**src/rtl/mpa_pkg.sv**
```systemverilog
package mpa_pkg;

  localparam int NUM_SLOTS = 2;

  typedef enum logic {
    REQ_LOAD  = 1'b0,
    REQ_STORE = 1'b1
  } reqKind_e;

  typedef enum logic {
    MISS_IDLE = 1'b0,
    MISS_HOLD = 1'b1
  } missState_e;

  // strobes from control to datapath
  typedef struct packed {
    logic holdAll;
  } ctrlStrobes_t;

endpackage

```
**src/rtl/mpa_ctrl.sv**
```systemverilog
module mpa_ctrl
  import mpa_pkg::*;
(
  input  logic         clk,
  input  logic         rstN,
  input  logic         missStart,
  input  logic         fillDone,
  output ctrlStrobes_t strobes,
  output logic         missStall
);

  missState_e state, stateNext;

  always_comb begin
    stateNext = state;
    unique case (state)
      MISS_IDLE: if (missStart) stateNext = MISS_HOLD;
      MISS_HOLD: if (fillDone)  stateNext = MISS_IDLE;
      default:   stateNext = MISS_IDLE;
    endcase
  end

  always_ff @(posedge clk) begin
    if (!rstN) state <= MISS_IDLE;
    else       state <= stateNext;
  end

  assign missStall       = (state == MISS_HOLD);
  assign strobes.holdAll = missStall;

  // a start seen while idle raises the hold
  a_r8_miss_enter: assert property (@(posedge clk) disable iff (!rstN)
    (!missStall && missStart) |=> missStall);
  // the hold persists until a fill is seen
  a_r8_miss_hold: assert property (@(posedge clk) disable iff (!rstN)
    (missStall && !fillDone) |=> missStall);
  // an idle fill pulse does nothing
  a_r8_idle_fill: assert property (@(posedge clk) disable iff (!rstN)
    (!missStall && !missStart) |=> !missStall);

endmodule

```
**src/rtl/mpa_datapath.sv**
```systemverilog
module mpa_datapath
  import mpa_pkg::*;
#(
  parameter int ADDR_W = 12,
  parameter int AGE_W  = 3
)(
  input  logic                                clk,
  input  logic                                rstN,
  input  ctrlStrobes_t                        strobes,
  input  logic [NUM_SLOTS-1:0]                valid,
  input  logic [NUM_SLOTS-1:0]                kind,
  input  logic [NUM_SLOTS-1:0]                evict,
  input  logic [NUM_SLOTS-1:0][ADDR_W-1:0]    addr,
  input  logic [NUM_SLOTS-1:0][AGE_W-1:0]     age,
  output logic [NUM_SLOTS-1:0]                grant,
  output logic                                stallLate
);

  localparam int AGE_MSB = AGE_W - 1;

  logic [NUM_SLOTS-1:0] isLd, isSt, stEv;
  logic addrMatch, pairLegal, bothValid;

  // per-slot kind decode
  for (genvar i = 0; i < NUM_SLOTS; i++) begin : g_slot
    assign isLd[i] = valid[i] && (reqKind_e'(kind[i]) == REQ_LOAD);
    assign isSt[i] = valid[i] && (reqKind_e'(kind[i]) == REQ_STORE);
    assign stEv[i] = isSt[i] && evict[i];
  end

  // cand is younger than baseAge under wrapping tags
  function automatic logic isYounger(input logic [AGE_W-1:0] baseAge,
                                     input logic [AGE_W-1:0] cand);
    logic [AGE_W-1:0] diff;
    diff = cand - baseAge;
    return (diff != '0) && !diff[AGE_MSB];
  endfunction

  assign addrMatch = (addr[0] == addr[1]);
  assign bothValid = &valid;

  always_comb begin
    pairLegal = 1'b1;
    if (isLd[0] && isLd[1])
      pairLegal = 1'b1;
    else if (isSt[0] && isSt[1])
      pairLegal = !addrMatch && !(stEv[0] && stEv[1]);
    else if (isLd[0] && isSt[1])
      pairLegal = isYounger(age[0], age[1]);
    else if (isSt[0] && isLd[1])
      pairLegal = isYounger(age[1], age[0]);
  end

  assign grant[0]  = !strobes.holdAll && valid[0];
  assign grant[1]  = !strobes.holdAll && valid[1] && (!valid[0] || pairLegal);
  assign stallLate = !strobes.holdAll && bothValid && !pairLegal;

  // a stalled pair issues only the front slot
  a_r6_illegal_front: assert property (@(posedge clk) disable iff (!rstN)
    stallLate |-> (grant[0] && !grant[1]));
  // nothing issues or stalls during a miss hold
  a_r9_hold_quiet: assert property (@(posedge clk) disable iff (!rstN)
    strobes.holdAll |-> (grant == '0 && !stallLate));
  // two loads always pair
  a_r2_loads_pair: assert property (@(posedge clk) disable iff (!rstN)
    (!strobes.holdAll && isLd[0] && isLd[1]) |-> (grant == 2'b11));
  // a lone request issues without a stall
  a_r7_lone_grant: assert property (@(posedge clk) disable iff (!rstN)
    (!strobes.holdAll && $countones(valid) == 1) |-> (grant == valid && !stallLate));
  // grants only for valid slots
  a_r10_grant_valid: assert property (@(posedge clk) disable iff (!rstN)
    (grant & ~valid) == '0);

endmodule

```
**src/rtl/mem_pair_arbiter.sv**
```systemverilog
module mem_pair_arbiter
  import mpa_pkg::*;
#(
  parameter int ADDR_W = 12,
  parameter int AGE_W  = 3
)(
  input  logic              clk,
  input  logic              rstN,
  input  logic              s0Valid,
  input  logic              s0Store,
  input  logic              s0Evict,
  input  logic [ADDR_W-1:0] s0Addr,
  input  logic [AGE_W-1:0]  s0Age,
  input  logic              s1Valid,
  input  logic              s1Store,
  input  logic              s1Evict,
  input  logic [ADDR_W-1:0] s1Addr,
  input  logic [AGE_W-1:0]  s1Age,
  input  logic              missStart,
  input  logic              fillDone,
  output logic              grant0,
  output logic              grant1,
  output logic              stall1,
  output logic              missStall
);

  ctrlStrobes_t         strobes;
  logic [NUM_SLOTS-1:0] grantVec;

  mpa_ctrl u_ctrl (
    .clk       (clk),
    .rstN      (rstN),
    .missStart (missStart),
    .fillDone  (fillDone),
    .strobes   (strobes),
    .missStall (missStall)
  );

  mpa_datapath #(.ADDR_W(ADDR_W), .AGE_W(AGE_W)) u_dp (
    .clk       (clk),
    .rstN      (rstN),
    .strobes   (strobes),
    .valid     ({s1Valid, s0Valid}),
    .kind      ({s1Store, s0Store}),
    .evict     ({s1Evict, s0Evict}),
    .addr      ({s1Addr, s0Addr}),
    .age       ({s1Age, s0Age}),
    .grant     (grantVec),
    .stallLate (stall1)
  );

  assign grant0 = grantVec[0];
  assign grant1 = grantVec[1];

endmodule

```
**config.mk**
```make
export PLATFORM = sky130hd
export DESIGN_NAME = mem_pair_arbiter
export DESIGN_NICKNAME = d
export VERILOG_FILES = /design/src/rtl/mpa_pkg.sv /design/src/rtl/mpa_ctrl.sv /design/src/rtl/mpa_datapath.sv /design/src/rtl/mem_pair_arbiter.sv
export SDC_FILE = /design/constraint.sdc
export NUM_CORES = 1
export LEC_CHECK = 0
export ABC_AREA = 1
export BUFFER_PORTS_ARGS = -buffer_cell sky130_fd_sc_hd__buf_4
export CORE_AREA = 2 2 39 41
export DETAILED_ROUTE_END_ITERATION = 10
export DIE_AREA = 0 0 41 43
export PLACE_DENSITY = 0.81
export REMOVE_ABC_BUFFERS = 1
export SLEW_MARGIN = 25
export SYNTH_ARGS = -nofsm -noshare
export SYNTH_HDL_FRONTEND = slang
export SYNTH_SLANG_ARGS = --single-unit
```
**constraint.sdc**
```tcl
create_clock -name clk -period 2.34 [get_ports clk]
set_input_delay 0.468 -clock clk [delete_from_list [all_inputs] [get_ports clk]]
set_output_delay 0.468 -clock clk [all_outputs]
set_load 0.01 [all_outputs]
```
# Word-level counts from Yosys, hierarchy flattened

Index checks and enable logic that the tools add are counted.

$add $sub $neg: 2
Reduce and logical (&&, ||, !) cells: 30
Bitwise operators: 3
Mux-type cells: 7
Equal/unequal tests: 1

Operators with widths:

| operator                        | number |
|---|---|
| logical AND 1 bit               | 19 |
| equality test 12 bit            | 1 |
| zero test 1 bit                 | 7 |
| two-way mux 1 bit               | 6 |
| nonzero test 3 bit              | 2 |
| subtractor 3 bit                | 2 |
| NOT 1 bit                       | 3 |
| case mux 1 bit (2 select lines) | 1 |
| AND reduction 2 bit             | 1 |
| logical OR 1 bit                | 1 |

Register bits after elaboration: 1
Logic and storage cells: 44

# Logic depth before layout (Yosys ltp)

Gate-level depths: netlist (run 1).

Depth in word-level cells: 9
Gate-level depth with buffers: 12
Depth with buffers taken out: 12

# Modules after synthesis

Synthesis (run 1) repeated with hierarchy kept, for this count alone.

Cell total of the unflattened synthesis: 75
Area total of the unflattened synthesis: 440.4 um^2

Modules (own cells, without submodules):

| module       | instances | cells each | area each (um^2) | sequential area each (um^2) |
|---|---|---|---|---|
| mpa_datapath | 1         | 69         | 395.4            | 0.0 |
| mpa_ctrl     | 1         | 6          | 45.0             | 20.0 |

# Worst setup path after synthesis (run 1)

Ideal clock, no wire load.

Path kind: in2out
Start point: input s0Age[1]
End point: output stall1
Stages on the path: 11
Buffers on the path: 0
Data required time: 1872 ps
Path slack: 464 ps
Data arrival time: 1408 ps
Cell sequence: inv_1 -> ha_1 -> inv_1 -> nor2_1 -> nor2_1 -> nand2_1 -> nand3_1 -> nand2_1 -> inv_1 -> nand3_2 -> nor2_2

Longest elaborated chain between the ends: 9
Elaborated cells between the ends (all ways): 14
Classes of those cells: add/sub: 2; mux: 4; reduce/logical: 8

Ends and longest elaborated chain:

| what                                                  | RTL line               | source |
|---|---|---|
| start: declaration                                    | mem_pair_arbiter.sv:13 | `input logic [AGE_W-1:0] s0Age,` |
| subtractor 3 bit                                      | mpa_datapath.sv:35     | `diff = cand - baseAge;` |
| nonzero test 3 bit or zero test 1 bit (tied branches) | mpa_datapath.sv:36     | `return (diff != '0) && !diff[AGE_MSB];` |
| logical AND 1 bit                                     | mpa_datapath.sv:36     |  |
| two-way mux 1 bit                                     | mpa_datapath.sv:50     | `else if (isSt[0] && isLd[1])` |
| two-way mux 1 bit *                                   | mpa_datapath.sv:48     | `else if (isLd[0] && isSt[1])` |
| two-way mux 1 bit *                                   | mpa_datapath.sv:46     | `else if (isSt[0] && isSt[1])` |
| two-way mux 1 bit *                                   | mpa_datapath.sv:44     | `if (isLd[0] && isLd[1])` |
| zero test 1 bit *                                     | mpa_datapath.sv:56     | `assign stallLate = !strobes.holdAll && bothValid && !pairLegal;` |
| logical AND 1 bit *                                   | mpa_datapath.sv:56     |  |
| end: declaration                                      | mem_pair_arbiter.sv:23 | `output logic stall1,` |

Mark *: on every way between the ends. The rest lies on a longest branch, timed or not.

# Worst setup path after layout (run 1)

Start point: input s0Age[1]
End point: output grant1

Longest elaborated chain between the ends: 9
Elaborated cells between the ends (all ways): 14
Classes of those cells: add/sub: 2; mux: 4; reduce/logical: 8

Ends and longest elaborated chain:

| what                                                  | RTL line               | source |
|---|---|---|
| subtractor 3 bit                                      | mpa_datapath.sv:35     |  |
| nonzero test 3 bit or zero test 1 bit (tied branches) | mpa_datapath.sv:36     |  |
| logical AND 1 bit                                     | mpa_datapath.sv:36     |  |
| two-way mux 1 bit                                     | mpa_datapath.sv:50     |  |
| two-way mux 1 bit *                                   | mpa_datapath.sv:48     |  |
| two-way mux 1 bit *                                   | mpa_datapath.sv:46     |  |
| two-way mux 1 bit *                                   | mpa_datapath.sv:44     |  |
| logical OR 1 bit *                                    | mpa_datapath.sv:55     | `assign grant[1] = !strobes.holdAll && valid[1] && (!valid[0] \|\| pairLegal);` |
| logical AND 1 bit *                                   | mpa_datapath.sv:55     |  |
| end: declaration                                      | mem_pair_arbiter.sv:22 | `output logic grant1,` |

Marked as above.

==> metrics.yaml, run 1 <==
clockPowerShare_pct: 0
globalRouteTotalUtil_pct: 14.5
tns_ns: 0
swShare_pct: 37.3
routabilityCongestion: 0.645
antenna_left: 0
endpoint_kind: "output pin"
antenna_cells: 0
rrSetupSlack_ns: 1.67
hold_path_end: "u_ctrl.missStall"
grt-ovfl-total: 0
yosys_warnings: 0
seqPwrFrac_pct: 13.6
fp.dieW_um: 41
power_density_nw_per_um2: 178
final.min_clock_period_ns: 2.12
hold_class: "reg2reg"
dpl.hpwl_mm: 1.13
hold_depth: 1
p_leak_nw: 0.564
grt_pass1_vias: 592
hold_viol: 0
drc: 0
timing.rr.end: "u_ctrl.missStall"
fin_skew_ns: 0
setup_viol: 0
antenna_found_initial: 0
grt_pass1_wl_mm: 1.97
max_freq_mhz: 471
status: "completed"
syn_area_per_cell_um2: 4.76
finalInstanceArea_um2: 847
ios: 44
min_from: "u_ctrl.missStall"
slew_viol_final: 0
drt_first_pass_iters: 4
hold_buffers: 0
seq_area_frac_synth_pct: 3.97
critical_path_required_ns: 1.87
vias: 699
timing.final.crit_share_pct: 90.7
die-area_um2: 1760
rsz0062_at_grt: "false"
cts_resized: 0
clkTransAtPathRegs_ns: 0
yosys_register_bits: 1
synth_cells: 106
post_drt_wl_per_cell_um: 7.05
initial_core_util_pct: 36.4
tightestPinTransition_ns: 0.210
arrival_ns: 1.65
vias_per_cell: 4.24
dr.first_iter.drc_count: 7
ys_types: 15
slew_headroom_pct: 85.9
final_core_util_pct: 61.2
switchingPower_uw: 56.3
combPwrFrac_pct: 86.4
worstPathMaxFanout: 3
reg2reg_depth: 2
syn-cell-area_um2: 504
largest_reg_flops: 1
critical_path_class: "in2out"
coreArea_um2: 1380
portBuffers: 43
grt_max_degree: 6
timing.rr.start: "u_ctrl.missStall"
startpoint_type: "input pin"
intPower_uw: 94.5
hold_slack_ns: 0.513
drv_cap: 0
die_y_um: 43
final_nets: 195
clkLatencyLatePin_ns: 0
post_cts_buffers: 0
placed_area_um2: 847
syn2layout_area_growth_pct: 68.0
drive_gt1_share_pct: 30.9
irDropWorstVdd_uv: 96.6
rows: 14
cp-startpoint: "s0Age[1]"
drt-total-wl_mm: 1.16
metrics by stage:
stage / total power [mW] / std cells / worst slack, ns
global route: 0.170 / 165 / 0.0480
CTS: 0.152 / 165 / 0.211
finish: 0.151 / 165 / 0.218
floorplan: 0.0807 / 106 / 0.464
detailed placement: 0.152 / 165 / 0.213
global placement: 0.149 / 165 / 0.242
power by group through the flow:
stage / Clock [mW] / Sequential, mW / Combinational [mW]
final: 0 / 0.0205 / 0.130
after global routing: 0 / 0.0208 / 0.149
after CTS: 0 / 0.0204 / 0.132
after detailed placement: 0 / 0.0204 / 0.132
after global placement: 0 / 0.0204 / 0.128
after floorplan: 0 / 0.0208 / 0.0599
cells in the final DEF, fill, tap and decap left out, drive strengths merged:
cell type / count
nor3: 1
nand2: 43
ha: 4
o21ai: 3
nor2: 13
xnor2: 5
o21bai: 1
a21oi: 1
inv: 28
dfxtp: 1
nand3: 5
buf: 43
a211oi: 1
metal layers:
metal	vias up	wire length (um)	GRT usage [%]
met2	26	621	27.8
met4	0	0	0
met3	0	88	0.524
met1	280	454	17.5
met5	-	0	0
li1	393	-	-
worst max path at each step:
stage | cells past startpoint | end | slack, ns
6_report | 14 | grant1 | 0.22
5_1_grt | 14 | grant1 | 0.05
4_1_cts | 14 | grant1 | 0.21
3_5_place_dp | 14 | grant1 | 0.21
3_3_place_gp | 14 | grant1 | 0.24
2_1_floorplan | 11 | stall1 | 0.46
cells in the mapped netlist:
cell type / instances / area, um^2
o21bai_1: 1 / 7.51
nand3_2: 1 / 10.0
o21ai_0: 2 / 10.0
o21ai_1: 1 / 5.00
dfxtp_1: 1 / 20.0
nand2_1: 43 / 161
inv_1: 28 / 105
a21oi_1: 1 / 5.00
a211oi_1: 1 / 7.51
ha_1: 4 / 50.1
xnor2_1: 5 / 43.8
nor2_2: 2 / 12.5
nand3_1: 4 / 20.0
nor2_1: 11 / 41.3
nor3_1: 1 / 5.00
worst max-delay path: stages:
cell and delay (ns):
buf_4 0.09, inv_1 0.03, ha_1 0.29, inv_1 0.09
nor2_1 0.04, nor2_1 0.08, nand2_1 0.06, nand3_1 0.08
nand2_1 0.05, nand2_1 0.07, nand3_2 0.09, nand2_1 0.06
inv_1 0.03, buf_4 0.13
area by class of cell:
class	count	area, um^2
fillers	137	537
inverters	28	105
multi-input cells	77	379
flip-flops and latches	1	20.0
well taps	16	20.0
repair buffers	43	323
cell families (layout without fill, tap and decap cells):
logic type	count (synthesis)	after routing	synth area share, %
AOI/OAI and AO/OA	6	6	6.95
DFF	1	1	3.97
xor gates and xnor gates	5	5	8.68
adders and majority gates	4	4	9.93
buffers and inverters	28	71	20.8
and+or+nand+nor	62	62	49.6
Power figures use the tool's default switching activity.
==> run 2: changes to the inputs <==
BUFFER_PORTS_ARGS = -buffer_cell sky130_fd_sc_hd__buf_2   (was -buffer_cell sky130_fd_sc_hd__buf_4)
MAX_ROUTING_LAYER = met4   (was not set)
==> metrics.yaml, run 2 (same netlist as run 1, synthesis figures left out) <==
setup_viol: 0  # unchanged
drv_cap: 0  # unchanged
fin_skew_ns: 0  # unchanged
clkLatencyLatePin_ns: 0  # unchanged
power_density_nw_per_um2: 176  # -1.1%
grt_pass1_vias: 582  # -1.7%
min_from: "u_ctrl.missStall"
post_drt_wl_per_cell_um: 6.73  # -4.6%
dp_slack_ns: 0.181  # -0.0318 ns
rsz0062_at_grt: "false"
multi_input_area_um2: 379  # unchanged
ios: 44  # unchanged
worst-path-buf-inv: 6  # +1
seqCellArea_um2: 20.0  # unchanged
portBuffers: 43  # unchanged
worstPathMaxFanout: 3  # unchanged
crit_family: "simple AND/OR/NAND/NOR gates"
timing.final.crit_share_pct: 91.6  # +0.93 points
status: "completed"
critical_path_class: "in2out"
rows: 14  # unchanged
irDropWorstVdd_uv: 90.4  # -6.5%
drc: 0  # unchanged
crit_chain: "buf_2, inv_1, ha_1, inv_1, nor2_1, nor2_1, nand2_1, nand3_1, nand2_1, inv_1, nand3_2, nand2_1, inv_1, buf_2"
fillers: 151  # +10%
antenna_found_initial: 0  # unchanged
grt-ovfl-total: 0  # unchanged
largest_reg_flops: 1  # unchanged
dpl.hpwl_mm: 1.06  # -5.9%
antenna_left: 0  # unchanged
placed_area_um2: 739  # -13%
final_nets: 195  # unchanged
final_cell_mix: "43 x nand2_1, 43 x buf_2, 28 x inv_1"
p_leak_nw: 0.529  # -6.3%
critPathMostFrequentCell: "inv_1"
finalInstanceArea_um2: 739  # -13%
globalRouteTotalUtil_pct: 14.2  # -0.26 points
hold_viol: 0  # unchanged
arrival_ns: 1.68  # +0.03 ns
post_cts_buffers: 0  # unchanged
critical_path_required_ns: 1.87  # about the same
tns_ns: 0  # unchanged
p_total_uw: 130  # -14%
clkTransAtPathRegs_ns: 0  # unchanged
max_freq_mhz: 466  # -1.0%
routabilityCongestion: 0.628  # -2.7%
syn2layout_area_growth_pct: 46.6
die-area_um2: 1760  # unchanged
coreArea_um2: 1380  # unchanged
cts_resized: 0  # unchanged
cp_slowest_cell: "ha_1"
vias_per_cell: 4.21  # -0.57%
hold_buffers: 0  # unchanged
initial_core_util_pct: 36.4  # unchanged
drt_first_pass_iters: 4  # unchanged
die_y_um: 43  # unchanged
drt-total-wl_mm: 1.11  # -4.6%
startpoint_type: "input pin"
antenna_cells: 0  # unchanged
grt_pass1_wl_mm: 1.88  # -4.2%
dr.first_iter.drc_count: 4  # -3
fp.dieW_um: 41  # unchanged
tightestPinTransition_ns: 0.193  # -0.0177 ns
hold_class: "reg2reg"
grt_max_degree: 6  # unchanged
vias: 695  # -0.57%
endpoint_kind: "output pin"
drive_gt1_share_pct: 30.9  # unchanged
slew_viol_final: 0  # unchanged
fin_ws_ns: 0.196  # -0.0217 ns
cpPeakStageDelay_ns: 0.30  # about the same
cp-startpoint: "s0Age[1]"
final.min_clock_period_ns: 2.14  # +0.0217 ns
timing.rr.start: "u_ctrl.missStall"
slew_headroom_pct: 87.1  # +1.2 points
[run 2: cell counts in the layout (fill, tap and decap cells not counted)]
Identical to the previous run, type by type.
[run 2: area by class of cell]
type                       count  share of cell area [%]
tap                           16                    2.71
sequential                     1                    2.71
inverter                      28                    14.2
timing repair buffer          43                    29.1
multi-input combinational     77                    51.3
[run 2: layer usage]
metal	up-vias	global-route usage, %	routed length, um
met3	0	0	77
met2	26	27.8	581
li1	392	-	-
met4	0	0	0
met1	277	15.9	453
met5	-	-	0
[run 2: through the flow]
step                hold WS (ns)  cells  util [%]
floorplan                  0.513    106         -
global placement           0.492    165      53.4
detailed placement         0.507    165      53.4
CTS                        0.508    165      53.4
global route               0.556    165      53.4
finish                     0.507    165      53.4
[run 2: worst paths after layout]
kind                       to  slack (ns)  cells past startpoint
min reg2reg  u_ctrl.missStall        0.51                      1
max                    grant1        0.20                     14
max reg2reg  u_ctrl.missStall        1.68                      2
min          u_ctrl.missStall        0.51                      1
[run 2: where the power goes]
group	internal, mW	switching, mW
Clock	0	0
Combinational	0.0553	0.0545
Sequential	0.0188	0.00158
==> run 3: changes to the inputs <==
ABC_AREA = 0   (was 1)
HOLD_SLACK_MARGIN = 0.08   (was not set)
PLACE_DENSITY = 0.7   (was 0.81)
==> metrics.yaml, run 3 <==
status: "finished, violations left"
violations: "negative setup slack"
clkLatencyLatePin_ns: 0  # unchanged
rows: 14  # unchanged
drt_first_pass_iters: 4  # unchanged
syn_area_per_cell_um2: 7.64  # +61%
synth_area_leaders: "xor2_1 29%, ha_1 14%, inv_1 6.3%"
slew_viol_final: 0  # unchanged
hold_depth: 2  # +1
use_met2_pct: 25.0  # -2.8 points
routabilityCongestion: 0.779  # +24%
synthSimpleGateAreaFrac_pct: 25.4  # -24 points
power_density_nw_per_um2: 188  # +6.8%
synth_ff_type: "dfxtp_1"
use_met1_pct: 10.8  # -5.1 points
tightestPinTransition_ns: 0.273  # +0.0805 ns
post_drt_wl_per_cell_um: 8.52  # +27%
drv_cap: 0  # unchanged
syn-cell-area_um2: 359  # -29%
antenna_left: 0  # unchanged
synth-xor-area-share_pct: 31.7  # +23 points
drc: 0  # unchanged
grt-ovfl-total: 0  # unchanged
largest_reg_flops: 1  # unchanged
dp_cells: 109  # -34%
rsz0062_at_grt: "true"
hold_viol: 0  # unchanged
slew_headroom_pct: 81.6  # -5.5 points
synth_common_cells: "12 x xor2_1, 6 x inv_1, 4 x ha_1"
cp_slowest_cell: "or3_4"
synth_edf_count: 0  # unchanged
final.min_clock_period_ns: 2.48  # +0.334 ns
die-area_um2: 1760  # unchanged
crit_chain: "buf_8, inv_4, ha_4, and2b_2, or3_4, a211oi_2, o21ai_1, a311oi_1, buf_2"
fin_cells: 109  # -34%
critical_path_required_ns: 1.87  # about the same
seq_area_frac_synth_pct: 5.57  # +1.6 points
synth_fa_ha_area_share_pct: 13.9  # +4.0 points
fp.dieW_um: 41  # unchanged
vias: 503  # -28%
dp_slack_ns: -0.290  # -0.471 ns
grt_pass1_vias: 462  # -21%
vias_per_cell: 4.61  # +9.6%
timing.final.crit_share_pct: 106  # +14 points
yosys_warnings: 0  # unchanged
drive_gt1_share_pct: 55.9  # +25 points
yosys_register_bits: 1  # unchanged
final_core_util_pct: 47.6  # -5.8 points
worstPathMaxFanout: 2  # -1
endpoint_kind: "output pin"
p_total_uw: 124  # -4.8%
fin_skew_ns: 0  # unchanged
final_nets: 139  # -29%
final_common_cell: "buf_2"
die_y_um: 43  # unchanged
rrSetupSlack_ns: 1.57  # -0.11 ns
timing.rr.end: "u_ctrl.missStall"
grt_max_degree: 6  # unchanged
startpoint_type: "input pin"
critical_path_class: "in2out"
initial_core_util_pct: 25.9  # -10 points
portBuffers: 43  # unchanged
grt.busiest_layer: "met2"
synth-compound-area-share_pct: 14.3  # +7.3 points
synth_top_cell_by_area: "xor2_1"
yosysTopAreaCellShare_pct: 29.3  # -2.7 points
timing.rr.start: "u_ctrl.missStall"
hold_path_end: "u_ctrl.missStall"
synth_mux_area_share_pct: 2.79  # +2.8 points
coreArea_um2: 1380  # unchanged
setup_viol: 2  # +2
ios: 44  # unchanged
dr.first_iter.drc_count: 2  # -2
clkTransAtPathRegs_ns: 0  # unchanged
max_freq_mhz: 403  # -13%
cpPeakStageDelay_ns: 0.38  # +0.08 ns
placed_area_um2: 617  # -17%
min_from: "u_ctrl.missStall"
grt_use_met3_pct: 1.05  # +1.0 points
hold_class: "reg2reg"
yosysMostFrequentCell: "xor2_1"
reg2reg_depth: 2  # unchanged
final_cell_mix: "40 x buf_2, 12 x xor2_1, 5 x inv_1"
p_leak_nw: 0.368  # -30%
dpl.hpwl_um: 905  # -15%
fin_ws_ns: -0.138  # -0.334 ns
synth_top_family_by_area: "XOR/XNOR gates"
synth_cells: 47  # -56%
drt-total-wl_um: 929  # -16%
arrival_ns: 2.01  # +0.33 ns
irDropWorstVdd_uv: 98.9  # +9.5%
grt_pass1_wl_mm: 1.52  # -19%
async_flop_share_pct: 0  # unchanged
antenna_found_initial: 0  # unchanged
antenna_cells: 0  # unchanged
ys_types: 22  # +7
globalRouteTotalUtil_pct: 11.9  # -2.4 points
finalInstanceArea_um2: 659  # -11%
syn2layout_area_growth_pct: 83.6
run 3: cell types whose count changed after synthesis, moves of 3 or more:
cell / before / now
nor4_1: 0 / 3
xor2_1: 0 / 12
nand2_1: 43 / 2
nand3_1: 4 / 1
xnor2_1: 5 / 1
nor2_1: 11 / 1
inv_1: 28 / 6
run 3: cell type report:
| cell class | instances | area [um^2] |
|---|---|---|
| fillers | 140 | 724 |
| inverters | 6 | 25.0 |
| multi-input cells | 40 | 334 |
| flip-flops and latches | 1 | 20.0 |
| well taps | 16 | 20.0 |
| repair buffers | 46 | 260 |
run 3: where the power goes:
part | internal, mW | total (mW) | switching (mW)
combinational | 0.0614 | 0.104 | 0.0423
clock | 0 | 0 | 0
sequential | 0.0187 | 0.0203 | 0.00163
run 3: timing repair:
| action | 4_1_cts | 5_1_grt |
|---|---|---|
| hold buffers | 0 | 0 |
| setup buffers | 0 | 0 |
| setup endpoints to repair | 2 | 2 |
| pin swaps | 6 | 0 |
| resized for setup | 6 | 2 |
run 3: how the worst max path moves through the flow:
| stage | end | cells past startpoint | startpoint |
|---|---|---|---|
| after CTS | grant1 | 9 | s0Age[1] |
| final | grant1 | 9 | s0Age[1] |
| after detailed placement | grant1 | 9 | s0Age[1] |
| after global routing | grant1 | 9 | s0Age[1] |
| after global placement | grant1 | 9 | s0Age[1] |
| after floorplan | grant1 | 7 | s0Age[1] |
run 3: metrics by stage:
step | setup TNS [ns] | hold WS [ns]
after global placement | -0.462 | 0.615
final | -0.262 | 0.642
after CTS | -0.283 | 0.655
after floorplan | -0.127 | 0.590
after detailed placement | -0.503 | 0.655
after global routing | -0.401 | 0.684
run 3: worst max-delay path, delay by kind of cell:
kind                       cells  cell delay, ns
AOI/OAI and AO/OA              3            0.47
adders and majority gates      1            0.18
buffers and inverters          3            0.32
and+or+nand+nor                2            0.57
run 3: kinds of logic (layout without fill, tap and decap cells):
kind of cell,count (synthesis),in the layout
flops,1,1
fa+ha+maj,4,4
buf+inv,6,52
simple gates,15,15
compound gates,7,7
xor+xnor,13,13
mux,1,1
run 3: per-layer routing:
metal	routed length (um)	part of all wire [%]
met1	290	31
met2	523	56
met3	115	12
met4	0	0
met5	0	0
